[config.mk]
export PLATFORM = sky130hd
export DESIGN_NAME = sof_frame_timer
export DESIGN_NICKNAME = d
export VERILOG_FILES = /design/src/rtl/sft_pkg.sv /design/src/rtl/sft_interval_reg.sv /design/src/rtl/sft_remain_ctr.sv /design/src/rtl/sft_frame_ctr.sv /design/src/rtl/sft_pulse_gen.sv /design/src/rtl/sof_frame_timer.sv
export SDC_FILE = /design/constraint.sdc
export NUM_CORES = 1
export LEC_CHECK = 0
export BUFFER_PORTS_ARGS = -buffer_cell sky130_fd_sc_hd__buf_4
export CELL_PAD_IN_SITES_DETAIL_PLACEMENT = 0
export CELL_PAD_IN_SITES_GLOBAL_PLACEMENT = 2
export CORE_AREA = 4 4 102 104
export CTS_CLUSTER_SIZE = 30
export DETAILED_ROUTE_END_ITERATION = 10
export DIE_AREA = 0 0 106 108
export GPL_TIMING_DRIVEN = 0
export PLACE_DENSITY_LB_ADDON = 0.1
export SLEW_MARGIN = 20
export SYNTH_ARGS = -nofsm -noshare
export SYNTH_HDL_FRONTEND = slang
export SYNTH_HIERARCHICAL = 1
export SYNTH_SLANG_ARGS = --single-unit
[constraint.sdc]
create_clock -name clk -period 2.5 [get_ports clk]
set_input_delay 0.125 -clock clk [delete_from_list [all_inputs] [get_ports clk]]
set_output_delay 0.125 -clock clk [all_outputs]
set_load 0.005 [all_outputs]
[src/rtl/sft_pkg.sv]
package sft_pkg;
  localparam int FNUM_W = 11;
  localparam int DEF_PULSE_LEN = 12;
  typedef logic [FNUM_W-1:0] fnum_t;
endpackage

[src/rtl/sft_interval_reg.sv]
module sft_interval_reg #(
  parameter int CNT_W = 16,
  parameter int DEF_INTV = 48000
) (
  input  logic             clk,
  input  logic             rst_n,
  input  logic             wr_en,
  input  logic [CNT_W-1:0] wr_data,
  output logic [CNT_W-1:0] reload_val
);
  localparam logic [CNT_W-1:0] RST_VAL = CNT_W'(DEF_INTV);
  localparam logic [CNT_W-1:0] ONE = {{(CNT_W-1){1'b0}}, 1'b1};

  logic [CNT_W-1:0] intv_q;

  always_ff @(posedge clk or negedge rst_n) begin
    if (!rst_n) intv_q <= RST_VAL;
    else if (wr_en) intv_q <= wr_data;
  end

  // a frame of N cycles counts N-1 down to 0; zero is treated as one
  always_comb begin
    if (intv_q == '0) reload_val = '0;
    else reload_val = intv_q - ONE;
  end
endmodule

[src/rtl/sft_remain_ctr.sv]
module sft_remain_ctr #(
  parameter int CNT_W = 16
) (
  input  logic             clk,
  input  logic             rst_n,
  input  logic             enabled,
  input  logic             suspended,
  input  logic [CNT_W-1:0] reload_val,
  output logic [CNT_W-1:0] remain,
  output logic             en_q,
  output logic             sof
);
  localparam logic [CNT_W-1:0] ONE = {{(CNT_W-1){1'b0}}, 1'b1};

  logic running;
  assign running = en_q && enabled && !suspended;
  assign sof     = running && (remain == '0);

  always_ff @(posedge clk or negedge rst_n) begin
    if (!rst_n) begin
      remain <= '0;
      en_q   <= 1'b0;
    end else begin
      en_q <= enabled;
      if (!enabled) remain <= '0;
      else if (!en_q) remain <= reload_val;
      else if (running) begin
        if (remain == '0) remain <= reload_val;
        else remain <= remain - ONE;
      end
    end
  end
endmodule

[src/rtl/sft_frame_ctr.sv]
module sft_frame_ctr
  import sft_pkg::*;
(
  input  logic  clk,
  input  logic  rst_n,
  input  logic  enabled,
  input  logic  sof,
  output fnum_t fnum
);
  always_ff @(posedge clk or negedge rst_n) begin
    if (!rst_n) fnum <= '0;
    else if (!enabled) fnum <= '0;
    else if (sof) fnum <= fnum + 1'b1;
  end
endmodule

[src/rtl/sft_pulse_gen.sv]
module sft_pulse_gen #(
  parameter int LEN = 12
) (
  input  logic clk,
  input  logic rst_n,
  input  logic trig,
  input  logic out_en,
  output logic pin
);
  localparam int PW = $clog2(LEN + 1);
  localparam logic [PW-1:0] START = PW'(LEN);
  localparam logic [PW-1:0] ONE = {{(PW-1){1'b0}}, 1'b1};

  logic [PW-1:0] left_q;

  always_ff @(posedge clk or negedge rst_n) begin
    if (!rst_n) left_q <= '0;
    else if (!out_en) left_q <= '0;
    else if (trig) left_q <= START;
    else if (left_q != '0) left_q <= left_q - ONE;
  end

  assign pin = (left_q != '0);
endmodule

[src/rtl/sof_frame_timer.sv]
module sof_frame_timer
  import sft_pkg::*;
#(
  parameter int CNT_W = 16,
  parameter int DEF_INTV = 48000,
  parameter int PULSE_LEN = DEF_PULSE_LEN
) (
  input  logic             clk,
  input  logic             rst_n,
  input  logic             port_enabled,
  input  logic             port_suspended,
  input  logic             intv_wr,
  input  logic [CNT_W-1:0] intv_wdata,
  input  logic             sof_out_en,
  output logic             sof_req,
  output logic [CNT_W-1:0] remain_cnt,
  output logic [10:0]      frame_num,
  output logic             sof_pin
);
  logic [CNT_W-1:0] reload_val;
  logic             en_q;
  fnum_t            fnum;

  sft_interval_reg #(.CNT_W(CNT_W), .DEF_INTV(DEF_INTV)) u_intv (
    .clk(clk), .rst_n(rst_n), .wr_en(intv_wr), .wr_data(intv_wdata),
    .reload_val(reload_val)
  );

  sft_remain_ctr #(.CNT_W(CNT_W)) u_rem (
    .clk(clk), .rst_n(rst_n), .enabled(port_enabled),
    .suspended(port_suspended), .reload_val(reload_val),
    .remain(remain_cnt), .en_q(en_q), .sof(sof_req)
  );

  sft_frame_ctr u_fnum (
    .clk(clk), .rst_n(rst_n), .enabled(port_enabled), .sof(sof_req),
    .fnum(fnum)
  );
  assign frame_num = fnum;

  sft_pulse_gen #(.LEN(PULSE_LEN)) u_pulse (
    .clk(clk), .rst_n(rst_n), .trig(sof_req), .out_en(sof_out_en),
    .pin(sof_pin)
  );
endmodule

==> flow_summary.toml <==
[yosys]
synthFlopType = "dfrtp_1"
synth.distinct_cells = 58
ys_seq_elements = 48
synthAdderAreaFrac_pct = 2.53
netlist_top_cells_area = "dfrtp_1, dfstp_2, mux2_2"
yosys.area.top_type = "dfrtp_1"
yosys.area_share.simple_pct = 26.9
avgSynthCellArea_sq_um = 9.68
seq_area_frac_synth_pct = 40.7
synthXorXnorAreaFrac_pct = 5.60
netlist_area_sq_um = 2970
yosys_warnings = 6
synthCells = 307
synth_compound_area_share_pct = 12.1
synth_top_area_share_pct = 34.5
async_flop_share_pct = 100
syn-num-nets = 335
synth_top_family_by_area = "simple AND/OR/NAND/NOR gates"
muxShareOfSynthArea_pct = 8.67
synth_edf_count = 0

[timing]
rsz0062_at_grt = "no"
report.final.slew_viol_count = 0
fin_skew_ns = 0.00369
setup-violations-final = 0
period_share_pct = 95.8
fin_setup_tns_ns = 0
relSlewSlack_pct = 42.4
max_freq_mhz = 417
fin_hold_ws_ns = 0.0272
period_minus_slack_ns = 2.40
worstMarginPinSlew_ns = 0.856
hold_viol = 0

[critical_path]
cp_top_family = "simple AND/OR/NAND/NOR gates"
cp_common_cell = "nor4_4"
reg2regPathDepth = 9
cp_slowest_cell = "or4b_1"
timing.rr.start = "u_rem/remain[10]"
cp.arrival_ns = 2.63
required_ns = 2.73
path_cells = "nor4_4 > nand3b_4 > buf_8 > nor4_4 > buf_4 > or2b_4 > nand3_4 > or4b_1 > o21ai_1"
worstSetupPathType = "reg -> reg"
worstSetupStartpointType = "flop"
critical_path_depth = 9
path_buf_inv = 2
crit_fanout = 6
cp_slowest_stage_delay_ns = 0.46
cp-end-kind = "flop"
startpoint = "u_rem/remain[10]"

[clock_tree]
cts-root-buf = "clkbuf_8"
cts_tree = "built"
h-tree-depth = 2
clkTransAtPathRegs_ns = 0.09
cts_made_buffers = 5
clk_latency_ns = 0.30
clock_sinks = 48
cts_buffer_depth = 2

[pwr]
p_sw_w = 0.000864
clkPwrFrac_pct = 23.0
p_int_w = 0.00160
leakage_nw = 1.63
cellPowerDensity_nw_per_um2 = 650
p_sw_share_pct = 35.0
p_comb_share_pct = 35.5
seqPwrFrac_pct = 41.5
peakVddDrop_v = 0.000265

[layout]
utilization_pct = 39.7
fin_area_sq_um = 3790
diodes = 0
ff_latch_area_sq_um = 1210
multiInputGateArea_sq_um = 1710
drive_above_1_share_pct = 32.7
areaGrowthSynthToFinish_pct = 27.7
finalNetCount = 406
fill_cells = 1033

[die]
core_area_sq_um = 9550
start_util_pct = 31.1
die_w_microns = 106
rows = 36
chipHeight_microns = 108
dieArea_sq_um = 11400
ioPinCount = 51

[placement]
placed_cell_area_sq_um = 3520
gp_congestion = 0.806
io_buffers = 49
dp_hpwl_microns = 5760

[hold_path]
min_path_cells = 3
min-delay-start = "intv_wdata[1]"
hold_class = "in -> reg"

[detailed_routing]
ant_nets = 0
num_vias = 2537
vias_per_cell = 4.96
dr.first_iter.drc_count = 55
routed_wl_microns = 8030
routedWlPerCell_microns = 15.7
first_pass_iters = 4
drcViolationCount = 0

[global_routing]
antenna_found_initial = 0
grtUsageTotal_pct = 14.7
grt_pass1_wl_microns = 13500
grt_pass1_vias = 2516
grt_start_max_net_pins = 49
overflow = 0

[flow_run]
maxCapViolations = 0

[status]
status = "finished clean"
==> worst register-to-register path: stages (launching register included) <==
cell      delay [ns]
dfrtp_1         0.44
nor4_4          0.36
nand3b_4        0.13
buf_8           0.15
nor4_4          0.32
buf_4           0.18
or2b_4          0.14
nand3_4         0.08
or4b_1          0.46
o21ai_1         0.08
==> path summary, 6_finish.rpt <==
check                      slack [ns]               end
setup reg to reg                 0.10    u_fnum/fnum[7]
hold / removal                   0.03  u_intv/intv_q[1]
min in group asynchronous        0.38  u_rem/remain[14]
hold reg to reg                  0.56   u_fnum/fnum[10]
setup / recovery                 0.10    u_fnum/fnum[7]
max in group asynchronous        1.66   u_rem/remain[5]
==> metrics by stage <==
step / setup WS [ns] / total power, W / instances
after global routing: 0.00654 / 0.00265 / 512
after global placement: -0.377 / 0.00183 / 489
final: 0.104 / 0.00247 / 512
after floorplan: 0.0106 / 0.00153 / 307
after CTS: 0.00662 / 0.00244 / 501
after detailed placement: -0.360 / 0.00183 / 489
==> cells by family after synthesis <==
kind of cell | count (synthesis)
buffers and inverters | 22
multiplexers | 24
AO/OA/AOI/OAI | 54
AND/OR/NAND/NOR | 134
adder cells (fa/ha/maj) | 6
flip-flops | 48
XOR/XNOR | 19
==> flip-flops by register name, indices dropped and copies added (netlist names) <==
register	flops
u_rem/en_q	1
u_rem/remain	16
u_intv/intv_q	16
u_pulse/left_q	4
u_fnum/fnum	11
==> layout make-up <==
class,instances,area share (%)
multi-input cells,237,45.0
flip-flops and latches,48,32.0
repair buffers,64,12.7
well taps,133,4.39
plain buffers,13,2.18
clock buffers,6,1.91
clock inverters,2,0.923
inverters,9,0.891
==> placed cells by master, fill, tap and decap left out, types with 3 or more instances in the layout <==
cell	instances
xnor2_1	10
a21oi_1	7
dfrtp_1	38
nor4_4	4
o22ai_1	8
xor2_1	9
clkbuf_8	5
nand4_1	6
nor3_1	12
o21ai_0	14
ha_1	6
buf_4	64
o211ai_1	5
or3_1	5
mux2i_1	10
o311ai_0	3
and2_1	10
clkbuf_1	7
nand3_1	15
or4_1	3
dfrtp_2	3
o31ai_1	5
nand2_1	24
inv_1	8
mux2_2	14
dfstp_2	7
nor2b_1	3
nor2_1	27
==> Yosys cell counts (all sizes together), types with 2 or more instances <==
master / count
clkbuf: 7
nand2: 24
a21oi: 7
and2: 11
or3: 5
xor2: 9
o311ai: 3
dfrtp: 41
ha: 6
nor3: 13
xnor2: 10
nand4b: 2
nand3: 17
or4: 4
buf: 6
a31oi: 2
o31ai: 6
mux2i: 10
nor4: 8
o211ai: 5
mux2: 14
dfstp: 7
o21ai: 16
nand4: 7
o22ai: 8
inv: 9
nor2b: 4
or2b: 2
nand2b: 2
nor2: 28
==> timing repair <==
| action | CTS | global route |
|---|---|---|
| endpoints found under the setup margin | 8 | 4 |
| endpoints found under the hold margin | 41 | 0 |
| hold buffers | 1 | 0 |
| buffers inserted | 3 | 11 |
| pin swaps | 1 | 6 |
| resized for setup | 6 | 7 |
==> per-layer routing <==
| metal | vias up | global-route usage [%] | part of all wire [%] |
|---|---|---|---|
| met1 | 1219 | 20.7 | 50 |
| met3 | 13 | 2.69 | 2.9 |
| li1 | 1260 | - | - |
| met2 | 45 | 23.1 | 45 |
| met4 | 0 | 4.26 | 2.2 |
| met5 | - | 0 | 0 |
==> power by group through the flow <==
stage / Combinational (W) / Sequential, W / Clock [W]
after floorplan: 0.000531 / 0.00100 / 0
after global placement: 0.000796 / 0.00103 / 0
after detailed placement: 0.000792 / 0.00104 / 0
after CTS: 0.000820 / 0.00102 / 0.000598
after global routing: 0.000979 / 0.00104 / 0.000629
final: 0.000876 / 0.00102 / 0.000569
Power figures use the tool's default switching activity.
